==> src/rtl/irq_exp_pkg.sv <==
package irq_exp_pkg;
  localparam int REG_W = 16;

  localparam int OFS_STATUS = 'h10;
  localparam int OFS_CLEAR  = 'h20;
  localparam int OFS_MASK   = 'h38;
  localparam int OFS_ID_A   = 'h40;
  localparam int OFS_ID_B   = 'h48;
  localparam int OFS_VER    = 'h50;
  localparam int OFS_ID_C   = 'h58;

  localparam logic [REG_W-1:0] ID_A_WORD = 16'hAAAA;
  localparam logic [REG_W-1:0] ID_B_WORD = 16'h5555;
  localparam logic [REG_W-1:0] ID_C_WORD = 16'hCAFE;
endpackage

==> src/rtl/irq_exp_sync.sv <==
module irq_exp_sync #(
  parameter int NSRC   = 16,
  parameter int STAGES = 2
) (
  input  logic            clk_i,
  input  logic            rst_ni,
  input  logic [NSRC-1:0] d_i,
  output logic [NSRC-1:0] q_o
);
  for (genvar i = 0; i < NSRC; i++) begin : g_bit
    logic [STAGES-1:0] pipe_q;
    always_ff @(posedge clk_i or negedge rst_ni) begin
      if (!rst_ni) pipe_q <= '0;
      else         pipe_q <= {pipe_q[STAGES-2:0], d_i[i]};
    end
    assign q_o[i] = pipe_q[STAGES-1];
  end
endmodule

==> src/rtl/irq_exp_regs.sv <==
module irq_exp_regs
  import irq_exp_pkg::*;
#(
  parameter int NSRC   = 16,
  parameter int ADDR_W = 8
) (
  input  logic              clk_i,
  input  logic              rst_ni,
  input  logic              wr_en_i,
  input  logic [ADDR_W-1:0] addr_i,
  input  logic [REG_W-1:0]  wdata_i,
  output logic [NSRC-1:0]   mask_o,
  output logic [NSRC-1:0]   clr_o
);
  logic hit_mask, hit_clr;
  assign hit_mask = wr_en_i && (addr_i == ADDR_W'(OFS_MASK));
  assign hit_clr  = wr_en_i && (addr_i == ADDR_W'(OFS_CLEAR));

  always_ff @(posedge clk_i or negedge rst_ni) begin
    if (!rst_ni) begin
      mask_o <= '1;
      clr_o  <= '0;
    end else begin
      if (hit_mask) mask_o <= wdata_i[NSRC-1:0];
      if (hit_clr)  clr_o  <= wdata_i[NSRC-1:0];
    end
  end
endmodule

==> src/rtl/irq_exp_status.sv <==
module irq_exp_status #(
  parameter int NSRC = 16
) (
  input  logic            clk_i,
  input  logic            rst_ni,
  input  logic [NSRC-1:0] req_i,
  input  logic [NSRC-1:0] clr_i,
  output logic [NSRC-1:0] st_o
);
  for (genvar i = 0; i < NSRC; i++) begin : g_st
    // held clear dominates a live request
    always_ff @(posedge clk_i or negedge rst_ni) begin
      if (!rst_ni)       st_o[i] <= 1'b0;
      else if (clr_i[i]) st_o[i] <= 1'b0;
      else if (req_i[i]) st_o[i] <= 1'b1;
    end
  end
endmodule

==> src/rtl/irq_expander.sv <==
module irq_expander
  import irq_exp_pkg::*;
#(
  parameter int          NSRC    = 16,
  parameter int          ADDR_W  = 8,
  parameter logic [15:0] VERSION = 16'h0102
) (
  input  logic              clk_i,
  input  logic              rst_ni,
  input  logic              cs_i,
  input  logic              rd_i,
  input  logic              wr_i,
  input  logic [ADDR_W-1:0] addr_i,
  input  logic [15:0]       wdata_i,
  input  logic [NSRC-1:0]   src_i,
  output logic [15:0]       rdata_o,
  output logic              irq_no
);
  logic [NSRC-1:0] sync_w, status_w, mask_w, clr_w;
  logic [REG_W-1:0] st_ext, mask_ext, clr_ext;

  irq_exp_sync #(.NSRC(NSRC), .STAGES(2)) u_sync (
    .clk_i (clk_i), .rst_ni(rst_ni), .d_i(src_i), .q_o(sync_w)
  );

  irq_exp_regs #(.NSRC(NSRC), .ADDR_W(ADDR_W)) u_regs (
    .clk_i  (clk_i),
    .rst_ni (rst_ni),
    .wr_en_i(cs_i && wr_i),
    .addr_i (addr_i),
    .wdata_i(wdata_i),
    .mask_o (mask_w),
    .clr_o  (clr_w)
  );

  irq_exp_status #(.NSRC(NSRC)) u_status (
    .clk_i (clk_i), .rst_ni(rst_ni), .req_i(sync_w), .clr_i(clr_w), .st_o(status_w)
  );

  always_comb begin
    st_ext   = '0;
    mask_ext = '0;
    clr_ext  = '0;
    st_ext[NSRC-1:0]   = status_w;
    mask_ext[NSRC-1:0] = mask_w;
    clr_ext[NSRC-1:0]  = clr_w;
  end

  always_comb begin
    rdata_o = '0;
    if (cs_i && rd_i) begin
      case (int'(addr_i))
        OFS_STATUS: rdata_o = st_ext;
        OFS_CLEAR:  rdata_o = clr_ext;
        OFS_MASK:   rdata_o = mask_ext;
        OFS_ID_A:   rdata_o = ID_A_WORD;
        OFS_ID_B:   rdata_o = ID_B_WORD;
        OFS_VER:    rdata_o = VERSION;
        OFS_ID_C:   rdata_o = ID_C_WORD;
        default:    rdata_o = '0;
      endcase
    end
  end

  assign irq_no = ~|(status_w & ~mask_w);
endmodule

==> config.mk <==
export PLATFORM = sky130hd
export DESIGN_NAME = irq_expander
export DESIGN_NICKNAME = d
export VERILOG_FILES = /design/src/rtl/irq_exp_pkg.sv /design/src/rtl/irq_exp_sync.sv /design/src/rtl/irq_exp_regs.sv /design/src/rtl/irq_exp_status.sv /design/src/rtl/irq_expander.sv
export SDC_FILE = /design/constraint.sdc
export NUM_CORES = 1
export LEC_CHECK = 0
export ABC_CLOCK_PERIOD_IN_PS = 7000
export BUFFER_PORTS_ARGS = -buffer_cell sky130_fd_sc_hd__buf_2
export CAP_MARGIN = 15
export CORE_ASPECT_RATIO = 0.9
export CORE_UTILIZATION = 60
export DETAILED_ROUTE_END_ITERATION = 10
export PLACE_DENSITY = 0.8
export SYNTH_ARGS = -nofsm -noshare
export SYNTH_HDL_FRONTEND = slang
export SYNTH_HIERARCHICAL = 1
export SYNTH_SLANG_ARGS = --single-unit
==> constraint.sdc <==
create_clock -name clk_i -period 7 [get_ports clk_i]
set_clock_uncertainty 0.2 [all_clocks]
set_input_delay 1.75 -clock clk_i [delete_from_list [all_inputs] [get_ports clk_i]]
set_output_delay 1.75 -clock clk_i [all_outputs]
set_load 0.02 [all_outputs]
# [Yosys cells after proc, flatten, opt, wreduce, memory -nomap -nowiden]
# Cells that the tools add are included.
[totals] wordCells=99 register_bits=80
[classes] n_reduce_logical=22 muxes=34 n_bitwise=2 eq_ne=7
[ops] operator="$pmux W16 S7" count=1
[ops] operator="$eq A8 B7 Y1 const B" count=4
[ops] operator="$mux W1" count=32
[ops] operator="$reduce_bool A2 Y1" count=16
[ops] operator="$and A16 B16 Y16" count=1
[ops] operator="$eq A8 B6 Y1 const B" count=2
[ops] operator="$mux W16" count=1
[ops] operator="$not A16 Y16" count=1
[ops] operator="$reduce_or A16 Y1" count=1
[ops] operator="$eq A8 B5 Y1 const B" count=1
[ops] operator="$logic_and A1 B1 Y1" count=4
[ops] operator="$logic_not A1 Y1" count=1

# [Longest topological paths before layout]
# Gate-level depths: netlist of run 1.
[depth] word_depth=4 mapped_depth=6 mapped_depth_nobuf=4

# [Modules after synthesis]
# The synthesis of run 1 kept the hierarchy.
[modules_own_cells] mod="irq_exp_regs" cells_per_inst=71 instances=1 area_each_um2=1300.0
[modules_own_cells] mod="irq_exp_sync" cells_per_inst=48 instances=1 area_each_um2=920.9
[modules_own_cells] mod="irq_expander" cells_per_inst=134 instances=1 area_each_um2=874.6
[modules_own_cells] mod="irq_exp_status" cells_per_inst=32 instances=1 area_each_um2=560.5

# [Worst setup path after synthesis of run 1]
# No wires, ideal clock.
[synth_path] path_kind="input -> output" startpoint="input addr_i[1]" endpoint="output rdata_o[2]" required_ps=5050 slack_ps=1945 arrival_ps=3105 stages=5 path_cell_list="or4_4 nor3_4 buf_6 nand2_1 a31oi_1"
[synth_between] elab_chain_cells=3
[synth_lines] element="start, declared" line="irq_expander.sv:13" source="input logic [ADDR_W-1:0] addr_i,"
[synth_lines] element="$eq A8 B7 Y1 (tied with other cells)" line="irq_expander.sv:52" source="case (int'(addr_i))"
[synth_lines] element="$pmux W16 S7 *" line="irq_expander.sv:52"
[synth_lines] element="$mux W16 *" line="irq_expander.sv:51" source="if (cs_i && rd_i) begin"
[synth_lines] element="end, declared" line="irq_expander.sv:16" source="output logic [15:0] rdata_o,"
# Every way passes the cells marked *; elsewhere a longest branch is shown, timed or not.

# [Worst setup path in the final report of run 1]
[layout_path] startpoint="input addr_i[5]" endpoint="output rdata_o[8]"
# The elaborated chain is that of the path after synthesis.

==> out/qor.csv, run 1 <==
stage,metric,value,unit
drt,"wirelength, routed",7.06,mm
clocking,number of hold buffers added after CTS,0,
die,total I/O pin count,62,
drt,routed len/inst,17.5,um
drt,met2 wire length,3.35,mm
cells_and_area,"commonest cells after routing, fill and taps aside","64 x dfrtp_1, 60 x buf_2, 22 x mux2_2",
power_and_ir_drop,relative contribution of combinational cells to total power,6.6,%
die,row count,26,
place,Post-Place Cell Area,3830,um2
status,run status,finished with violations,
die,vertical extent of the die,76.1,um
clocking,number of buffers on the longest clock path,2,
power_and_ir_drop,power per unit of standard cell area,230,nW/um2
drt,routed length on met1,3.16,mm
synthesis,number of synthesized flops with an enable pin,0,
worst_setup_path,dominant cell type by count on the critical path,buf_2,
clocking,total clock buffers created by CTS,9,
sta,upper clock frequency limit,175,MHz
clocking,count of cells resized by post-cts repair,0,
synthesis,share of flip-flops with an asynchronous set or reset,100,%
power_and_ir_drop,switching share of power,23.4,%
clocking,clock transition at the register clock pins on the worst setup and hold paths after CTS,0.08,ns
drt,first drt pass iteration count,7,
global_routing,number of antenna violations at the first check in global routing,0,
cells_and_area,diodes inserted,0,
flow_run,Max-cap violations,0,
worst_setup_path,Worst Path Arrival,3.77,ns
die,placeable core region,5790,um2
clocking,post-CTS setup-driven buffer insertion count,0,
power_and_ir_drop,sequential cell fraction of total power,53.0,%
synthesis,mapped cell area,3660,um2
synthesis,number of standard cells after synthesis,285,
power_and_ir_drop,Internal Power,0.715,mW
clocking,Skew-Pair Late Insertion Delay,0.35,ns
place,Cell Count Post-Placement,387,
synthesis,Synth Net Count,330,
drt,uppermost signal routing layer after detailed routing,met4,
place,quantity of I/O buffers inserted on ports,61,
clocking,CTS root buf,clkbuf_8,
drt,Iter 0 DRT Violations,123,
clocking,TritonCTS clock tree,yes,
synthesis,most instantiated flip-flop cell in the synthesis netlist,dfrtp_1,
sta,actual transition at the worst max-transition pin,1.15,ns
cells_and_area,"most common cell after layout, fill and taps aside",dfrtp_1,
worst_setup_path,cell type group with the largest total delay on the critical path,simple AND/OR/NAND/NOR gates,
clocking,total number of clock tree sinks,80,
sta,final setup violating endpoints,0,
sta,worst-case hold slack,0.151,ns
synthesis,sequential element share of the synthesized area,55.3,%
die,die extent in x,84.3,um
cells_and_area,number of standard cells in the final layout excluding fillers,403,
drt,total via count after detailed routing,2357,
die,die outline area,6410,um2
place,post-placement setup slack,1.31,ns
cells_and_area,layout-stage area growth over the synthesis result,10.9,%
synthesis,count of synthesis-stage warnings from yosys,6,
worst_setup_path,crit path launch type,primary input,
synthesis,Seq cells post-synth,80,
worst_setup_path,Worst Path Required,5.05,ns
power_and_ir_drop,standby leakage power,1.95,nW
synthesis,distinct cell type count of the synthesized netlist,44,
global_routing,via count of the first global-routing pass,2291,
worst_setup_path,CP cell instances,buf_2 -> nor2b_1 -> and3_2 -> a22oi_1 -> a21oi_1 -> buf_2,
sta,share of the cycle needed by the critical path after routing,81.8,%
clocking,Clock H-tree levels,3,
global_routing,first-pass GRT wire length,11.6,mm
sta,worst slew slack as a fraction of its limit,23.3,%
cells_and_area,summed area of non-filler cells in the final layout,4050,um2
worst_setup_path,master of the slowest instance on the critical path,nor2b_1,
drt,total length of routed met3 wires,453,um
place,Final GP Congestion,0.801,
sta,Pins Over Slew Limit,0,
global_routing,global route overflow,0,
drt,Avg Vias per Cell,5.85,
place,post-detail-place hpwl,4.73,mm
status,violated checks,design-rule violations,
drt,residual DRC count,10,
sta,unrepaired setup endpoints after global routing,false,
worst_setup_path,endpoint type of the worst setup path,output port,
worst_setup_path,category of the most critical setup path,primary input to output port,
power_and_ir_drop,portion of total power attributed to the clock network,40.4,%
synthesis,synthesized area divided by synthesized cell count,12.8,um2
power_and_ir_drop,largest voltage drop on the vdd net,0.000154,V
sta,final-layout setup total negative slack,0,ns
sta,count of final hold-check violations,0,
drt,count of nets left with antenna violations after detail routing,0,
worst_setup_path,delay of the slowest critical-path stage,0.90,ns
cells_and_area,share of layout cells above drive strength 1,41.1,%
global_routing,global-route total usage across every layer,23.9,%
die,starting utilization of the core area,63.1,%
worst_setup_path,maximum fanout count along the critical path,16,
sta,post-layout minimum cycle time,5.72,ns
power_and_ir_drop,net switching power,0.219,mW
cells_and_area,nets@finish,373,
worst_setup_path,Critical path buffers and inverters,2,
sta,worst setup margin,1.28,ns
min_path,worst min path class,register to register,
global_routing,maximum number of pins on one net before global-route repair,81,
[Yosys cell counts, types with 2 or more instances]
cell	count	area, um2
and2_1	2	12.5
o21ba_1	16	160
buf_6	4	45.0
a21oi_1	9	45.0
dfrtp_1	64	1600
and3_2	2	15.0
o22ai_1	4	25.0
a221oi_1	4	35.0
and2_2	2	15.0
buf_2	3	15.0
clkbuf_1	2	7.51
nand2b_1	2	12.5
a22oi_1	5	37.5
buf_4	20	150
nand2_1	14	52.6
mux2_2	22	248
a21o_1	16	120
nand3_1	2	10.0
inv_1	16	60.1
a31oi_1	3	18.8
dfstp_2	16	420
a22o_1	10	87.6
nor2_1	6	22.5
nor2b_1	6	37.5
mux2_4	10	150
o21ai_0	3	15.0
a32oi_1	5	43.8
[kinds of logic (layout without fill, tap and decap cells)]
kind of cell    count (synthesis)  count (layout)  synth area share [%]
xor+xnor                        1               1                 0.240
simple gates                   49              49                  8.73
mux                            32              32                  10.9
buf+inv                        45              93                  7.60
compound gates                 78              78                  17.2
flops                          80              80                  55.3
[routing by layer]
| metal | vias to the layer above | track usage [%] |
|---|---|---|
| met3 | 10 | 6.50 |
| met2 | 89 | 35.3 |
| li1 | 1089 | - |
| met4 | 0 | 10.3 |
| met5 | - | 0 |
| met1 | 1169 | 33.4 |
[power groups by stage]
stage | combinational, mW | clock [mW] | sequential [mW]
after detailed placement | 0.0622 | 0 | 0.503
after floorplan | 0.0412 | 0 | 0.499
after global placement | 0.0601 | 0 | 0.502
after global routing | 0.0686 | 0.402 | 0.497
after CTS | 0.0626 | 0.385 | 0.494
final | 0.0620 | 0.377 | 0.494
[area by class of cell]
class                      count  area [um2]
inverter                      16        60.1
fill                         430        1740
clock buffer                  10         128
clock inverter                 6        92.6
multi-input combinational    160        1360
timing repair buffer          61         308
tap                           70        87.6
sequential                    80        2020
[state kept, by name, indices dropped and copies added, names as in the netlist]
signal / count
u_regs/clr_o: 16
u_status/st_o: 16
u_sync/g_bit.pipe_q: 32
u_regs/mask_o: 16
[per-stage QoR]
stage / total power, mW / util, %
after floorplan: 0.540 / -
after global placement: 0.562 / 66.2
after detailed placement: 0.565 / 66.2
after CTS: 0.942 / 70.0
after global routing: 0.967 / 70.0
final: 0.933 / 70.0
[worst paths after layout]
path,startpoint,to,slack (ns),depth (start not counted)
max in group asynchronous,rst_ni,u_sync/g_bit[15].pipe_q[0]$_DFF_PN0_,4.63,1
max,addr_i[5],rdata_o[8],1.28,6
max reg2reg,u_regs/clr_o[5]$_DFFE_PN0P_,u_regs/clr_o[5]$_DFFE_PN0P_,6.01,1
min reg2reg,u_sync/g_bit[1].pipe_q[0]$_DFF_PN0_,u_sync/g_bit[1].pipe_q[1]$_DFF_PN0_,0.15,0
min,u_sync/g_bit[1].pipe_q[0]$_DFF_PN0_,u_sync/g_bit[1].pipe_q[1]$_DFF_PN0_,0.15,0
min in group asynchronous,rst_ni,u_sync/g_bit[1].pipe_q[1]$_DFF_PN0_,1.34,1
Power figures use the tool's default switching activity.
==> run 2, diff against run 1 <==
Settings changed: ABC_CLOCK_PERIOD_IN_PS 7000 to 5000, CORE_UTILIZATION 60 to 50, PLACE_DENSITY 0.8 to 0.71.
Clock period 7 ns to 5 ns, I/O delays scaled along.
==> out/qor.csv, run 2 (same netlist as run 1, synthesis figures left out) <==
stage,metric,value,unit,change
status,run status,"finished, final reports clean",,
drt,"wirelength, routed",6.90,mm,-2.2%
global_routing,number of antenna violations at the first check in global routing,0,,unchanged
clocking,clock transition at the register clock pins on the worst setup and hold paths after CTS,0.08,ns,about the same
place,post-placement setup slack,0.754,ns,-0.559 ns
place,quantity of I/O buffers inserted on ports,61,,unchanged
cells_and_area,Reg with most FFs,u_sync/g_bit.pipe_q,,
clocking,total number of clock tree sinks,80,,unchanged
sta,final setup violating endpoints,0,,unchanged
flow_run,Max-cap violations,0,,unchanged
cells_and_area,layout-stage area growth over the synthesis result,14.0,%,
die,row count,29,,+12%
cells_and_area,diodes inserted,0,,unchanged
drt,Iter 0 DRT Violations,159,,+29%
worst_setup_path,maximum fanout count along the critical path,6,,-10
global_routing,maximum number of pins on one net before global-route repair,81,,unchanged
die,starting utilization of the core area,51.7,%,-11 points
drt,count of nets left with antenna violations after detail routing,0,,unchanged
clocking,post-CTS setup-driven buffer insertion count,0,,unchanged
sta,actual transition at the worst max-transition pin,0.976,ns,-0.172 ns
global_routing,via count of the first global-routing pass,2303,,+0.52%
sta,worst setup margin,0.735,ns,-0.540 ns
drt,routed len/inst,15.9,um,-9.2%
sta,Pins Over Slew Limit,0,,unchanged
cells_and_area,share of layout cells above drive strength 1,42.5,%,+1.4 points
clocking,Skew-Pair Late Insertion Delay,0.35,ns,about the same
global_routing,first-pass GRT wire length,11.3,mm,-2.9%
drt,first drt pass iteration count,4,,-3
die,total I/O pin count,62,,unchanged
place,Final GP Congestion,0.767,,-4.2%
worst_setup_path,Worst Path Required,3.55,ns,-1.50 ns
min_path,worst min path class,register to register,,
power_and_ir_drop,power per unit of standard cell area,324,nW/um2,+41%
clocking,CTS root buf,clkbuf_8,,
power_and_ir_drop,standby leakage power,2.01,nW,+3.0%
clocking,number of hold buffers added after CTS,0,,unchanged
sta,worst slew slack as a fraction of its limit,34.9,%,+12 points
place,post-detail-place hpwl,4.72,mm,-0.31%
die,vertical extent of the die,83.1,um,+9.3%
cells_and_area,nets@finish,381,,+2.1%
sta,final-layout setup total negative slack,0,ns,unchanged
sta,upper clock frequency limit,234,MHz,
cells_and_area,"commonest cells after routing, fill and taps aside","64 x dfrtp_1, 60 x buf_2, 22 x mux2_2",,
sta,share of the cycle needed by the critical path after routing,85.3,%,
die,placeable core region,7080,um2,+22%
cells_and_area,max FFs per register,32,,unchanged
cells_and_area,"most common cell after layout, fill and taps aside",dfrtp_1,,
place,Cell Count Post-Placement,418,,+8.0%
drt,total via count after detailed routing,2304,,-2.2%
global_routing,global-route total usage across every layer,19.8,%,-4.1 points
cells_and_area,share of the core filled with cells in the final layout,58.9,%,-11 points
drt,residual DRC count,0,,-10
clocking,total clock buffers created by CTS,9,,unchanged
worst_setup_path,endpoint type of the worst setup path,output port,,
clocking,count of cells resized by post-cts repair,0,,unchanged
power_and_ir_drop,largest voltage drop on the vdd net,0.000216,V,+40%
die,die outline area,7660,um2,+19%
die,die extent in x,92.1,um,+9.3%
sta,unrepaired setup endpoints after global routing,false,,
clocking,Clock H-tree levels,3,,unchanged
clocking,number of buffers on the longest clock path,2,,unchanged
clocking,TritonCTS clock tree,yes,,
power_and_ir_drop,post-route total power,1.35,mW,+45%
worst_setup_path,Worst Path Arrival,2.81,ns,-0.96 ns
drt,Avg Vias per Cell,5.31,,-9.2%
cells_and_area,number of standard cells in the final layout excluding fillers,434,,+7.7%
worst_setup_path,crit path launch type,primary input,,
worst_setup_path,category of the most critical setup path,primary input to output port,,
global_routing,global route overflow,0,,unchanged
sta,count of final hold-check violations,0,,unchanged
sta,post-layout minimum cycle time,4.26,ns,
-- run 2: changes by cell type in the layout (fill, tap and decap cells not counted), sizes merged --
cell / previous run / this run
buf: 61 / 69
inv: 18 / 17
bufinv: 2 / 3
clkinv: 0 / 2
clkinvlp: 2 / 0
-- run 2: worst max-delay path: stages --
cell and delay [ns]:
buf_2 0.12, or4_4 0.56, nor3_2 0.37, a22oi_1 0.14, a21oi_1 0.19, buf_2 0.19
-- run 2: final timing paths --
check / cells past startpoint / slack (ns) / endpoint / start
worst max-delay path: 6 / 0.74 / rdata_o[11] / addr_i[1]
worst min-delay path: 0 / 0.15 / u_sync/g_bit[4].pipe_q[1]$_DFF_PN0_ / u_sync/g_bit[4].pipe_q[0]$_DFF_PN0_
worst max register to register: 1 / 4.01 / u_regs/clr_o[7]$_DFFE_PN0P_ / u_regs/clr_o[7]$_DFFE_PN0P_
worst min register to register: 0 / 0.15 / u_sync/g_bit[4].pipe_q[1]$_DFF_PN0_ / u_sync/g_bit[4].pipe_q[0]$_DFF_PN0_
max in group asynchronous: 1 / 3.12 / u_sync/g_bit[7].pipe_q[0]$_DFF_PN0_ / rst_ni
min in group asynchronous: 1 / 0.84 / u_sync/g_bit[13].pipe_q[0]$_DFF_PN0_ / rst_ni
-- run 2: metrics by stage --
stage / instance area (um2) / hold slack, ns
6_report: 4170 / 0.153
5_1_grt: 4170 / 0.160
4_1_cts: 4170 / 0.155
3_5_place_dp: 3920 / 0.135
3_3_place_gp: 3920 / 0.133
2_1_floorplan: 3660 / 0.131
-- run 2: power breakdown --
group	leakage (nW)	internal [mW]	switching [mW]
Combinational	0.983	0.0423	0.0471
Clock	0.121	0.335	0.234
Sequential	0.905	0.677	0.0149
-- run 2: final cells by class --
class	instances	area (um2)
inverter	16	60.1
clock buffer	10	128
clock inverter	6	116
sequential	80	2020
fill	595	2910
multi-input combinational	160	1360
tap	93	116
timing repair buffer	69	368
-- run 2: per-layer routing --
layer	global-route usage (%)	wire (um)	share of wire [%]
met5	0	0	0
met4	6.53	73	1.1
met3	7.51	395	5.7
met2	30.5	3240	47
met1	25.7	3190	46
==> run 3, diff against run 2 <==
Settings changed: PLACE_DENSITY 0.71 to 0.85.
==> out/qor.csv, run 3 (same netlist as run 1, synthesis figures left out) <==
stage,metric,value,unit,change
clocking,Clock H-tree levels,3,,unchanged
die,starting utilization of the core area,51.7,%,unchanged
power_and_ir_drop,largest voltage drop on the vdd net,0.000191,V,-12%
die,total I/O pin count,62,,unchanged
worst_setup_path,maximum fanout count along the critical path,14,,+8
power_and_ir_drop,relative contribution of combinational cells to total power,7.3,%,+0.7 points
die,vertical extent of the die,83.1,um,unchanged
sta,post-layout minimum cycle time,4.53,ns,+0.262 ns
min_path,worst min path class,register to register,,
cells_and_area,footprint of the multi-input gates,1360,um2,unchanged
drt,Avg Vias per Cell,5.58,,+5.0%
clocking,CTS root buf,clkbuf_8,,
cells_and_area,nets@finish,379,,-0.52%
sta,actual transition at the worst max-transition pin,0.964,ns,-0.0124 ns
flow_run,Max-cap violations,0,,unchanged
clocking,number of buffers on the longest clock path,2,,unchanged
sta,upper clock frequency limit,221,MHz,-5.8%
die,row count,29,,unchanged
clocking,post-CTS setup-driven buffer insertion count,0,,unchanged
die,placeable core region,7080,um2,unchanged
global_routing,number of antenna violations at the first check in global routing,0,,unchanged
sta,share of the cycle needed by the critical path after routing,90.5,%,+5.2 points
worst_setup_path,category of the most critical setup path,primary input to output port,,
drt,total via count after detailed routing,2409,,+4.6%
clocking,number of hold buffers added after CTS,0,,unchanged
status,run status,"finished, final reports clean",,
power_and_ir_drop,sequential cell fraction of total power,56.0,%,+4.8 points
cells_and_area,share of layout cells above drive strength 1,42.2,%,-0.34 points
power_and_ir_drop,post-route total power,1.24,mW,-8.4%
clocking,TritonCTS clock tree,yes,,
cells_and_area,diodes inserted,0,,unchanged
power_and_ir_drop,standby leakage power,1.97,nW,-2.0%
global_routing,first-pass GRT wire length,12.1,mm,+7.2%
power_and_ir_drop,switching share of power,23.5,%,+1.6 points
clocking,total number of clock tree sinks,80,,unchanged
drt,"wirelength, routed",7.40,mm,+7.2%
place,Final GP Congestion,0.799,,+4.1%
sta,final setup violating endpoints,0,,unchanged
clocking,Skew-Pair Late Insertion Delay,0.35,ns,about the same
sta,unrepaired setup endpoints after global routing,false,,
worst_setup_path,Worst R2R Start,u_regs/clr_o[4]$_DFFE_PN0P_,,
worst_setup_path,Worst Path Arrival,3.08,ns,+0.27 ns
place,post-detail-place hpwl,5.06,mm,+7.3%
die,die outline area,7660,um2,unchanged
drt,first drt pass iteration count,4,,unchanged
clocking,total clock buffers created by CTS,9,,unchanged
cells_and_area,Reg with most FFs,u_sync/g_bit.pipe_q,,
power_and_ir_drop,portion of total power attributed to the clock network,36.7,%,-5.5 points
global_routing,via count of the first global-routing pass,2555,,+11%
sta,Pins Over Slew Limit,0,,unchanged
global_routing,global route overflow,0,,unchanged
cells_and_area,max FFs per register,32,,unchanged
drt,Iter 0 DRT Violations,170,,+6.9%
cells_and_area,number of inserted filler cells in the final layout,595,,unchanged
power_and_ir_drop,Internal Power,0.947,mW,-10%
sta,worst-case hold slack,0.147,ns,-0.00586 ns
drt,count of nets left with antenna violations after detail routing,0,,unchanged
worst_setup_path,worst setup path start,addr_i[1],,
cells_and_area,"commonest cells after routing, fill and taps aside","64 x dfrtp_1, 60 x buf_2, 22 x mux2_2",,
power_and_ir_drop,net switching power,0.291,mW,-1.9%
sta,worst slew slack as a fraction of its limit,35.7,%,+0.83 points
place,quantity of I/O buffers inserted on ports,61,,unchanged
worst_setup_path,crit path launch type,primary input,,
global_routing,maximum number of pins on one net before global-route repair,81,,unchanged
power_and_ir_drop,power per unit of standard cell area,302,nW/um2,-6.8%
worst_setup_path,Worst Path Required,3.55,ns,about the same
drt,residual DRC count,0,,unchanged
drt,routed len/inst,17.1,um,+7.7%
clocking,clock transition at the register clock pins on the worst setup and hold paths after CTS,0.07,ns,about the same
cells_and_area,"most common cell after layout, fill and taps aside",dfrtp_1,,
die,die extent in x,92.1,um,unchanged
sta,final-layout setup total negative slack,0,ns,unchanged
cells_and_area,register cell area after layout,2020,um2,unchanged
cells_and_area,layout-stage area growth over the synthesis result,12.0,%,
sta,count of final hold-check violations,0,,unchanged
global_routing,global-route total usage across every layer,20.8,%,+1.0 points
clocking,count of cells resized by post-cts repair,0,,unchanged
min_path,Hold Crit Start,u_sync/g_bit[10].pipe_q[0]$_DFF_PN0_,,
worst_setup_path,endpoint type of the worst setup path,output port,,
==> run 3: critical path, stage by stage <==
cell	delay (ns)
buf_2	0.12
or4_4	0.56
nor3_4	0.52
a22oi_1	0.20
a21oi_1	0.22
buf_2	0.20
==> run 3: worst paths after layout <==
check,end,cells after the start,slack [ns]
worst max-delay path,rdata_o[8],6,0.47
worst min-delay path,u_sync/g_bit[10].pipe_q[1]$_DFF_PN0_,0,0.15
min in group asynchronous,u_status/st_o[0]$_DFFE_PN0P_,1,0.86
max in group asynchronous,u_status/st_o[5]$_DFFE_PN0P_,1,3.13
worst min register to register,u_sync/g_bit[10].pipe_q[1]$_DFF_PN0_,0,0.15
worst max register to register,u_regs/clr_o[4]$_DFFE_PN0P_,1,4.01
==> run 3: metal layers <==
metal  global-route usage [%]  vias up  routed length, um
li1                         -     1092                  -
met2                     33.8       95               3630
met1                     26.4     1211               3140
met4                     8.81        0                110
met5                        0        -                  0
met3                     5.13       11                513
==> run 3: stage by stage <==
step / setup slack, ns / area (um2) / util, % / cells
2_1_floorplan: 0.945 / 3660 / - / 285
3_3_place_gp: 0.547 / 3910 / 55.2 / 416
3_5_place_dp: 0.531 / 3910 / 55.2 / 416
4_1_cts: 0.530 / 4100 / 57.9 / 432
5_1_grt: 0.372 / 4100 / 57.9 / 432
6_report: 0.473 / 4100 / 57.9 / 432
==> run 3: layout make-up <==
type | instances | share of cell area, %
Timing Repair Buffer | 67 | 8.62
Tap cell | 93 | 2.84
Inverter | 16 | 1.47
Clock inverter | 6 | 1.47
Clock buffer | 10 | 3.12
Multi-Input combinational cell | 160 | 33.1
Sequential cell | 80 | 49.4
==> run 3: power groups by stage <==
stage	Combinational (mW)	Sequential (mW)	Clock (mW)
after floorplan	0.0576	0.699	0
after global placement	0.0877	0.703	0
after detailed placement	0.0912	0.705	0
after CTS	0.0916	0.693	0.465
after global routing	0.101	0.695	0.490
final	0.0907	0.693	0.454
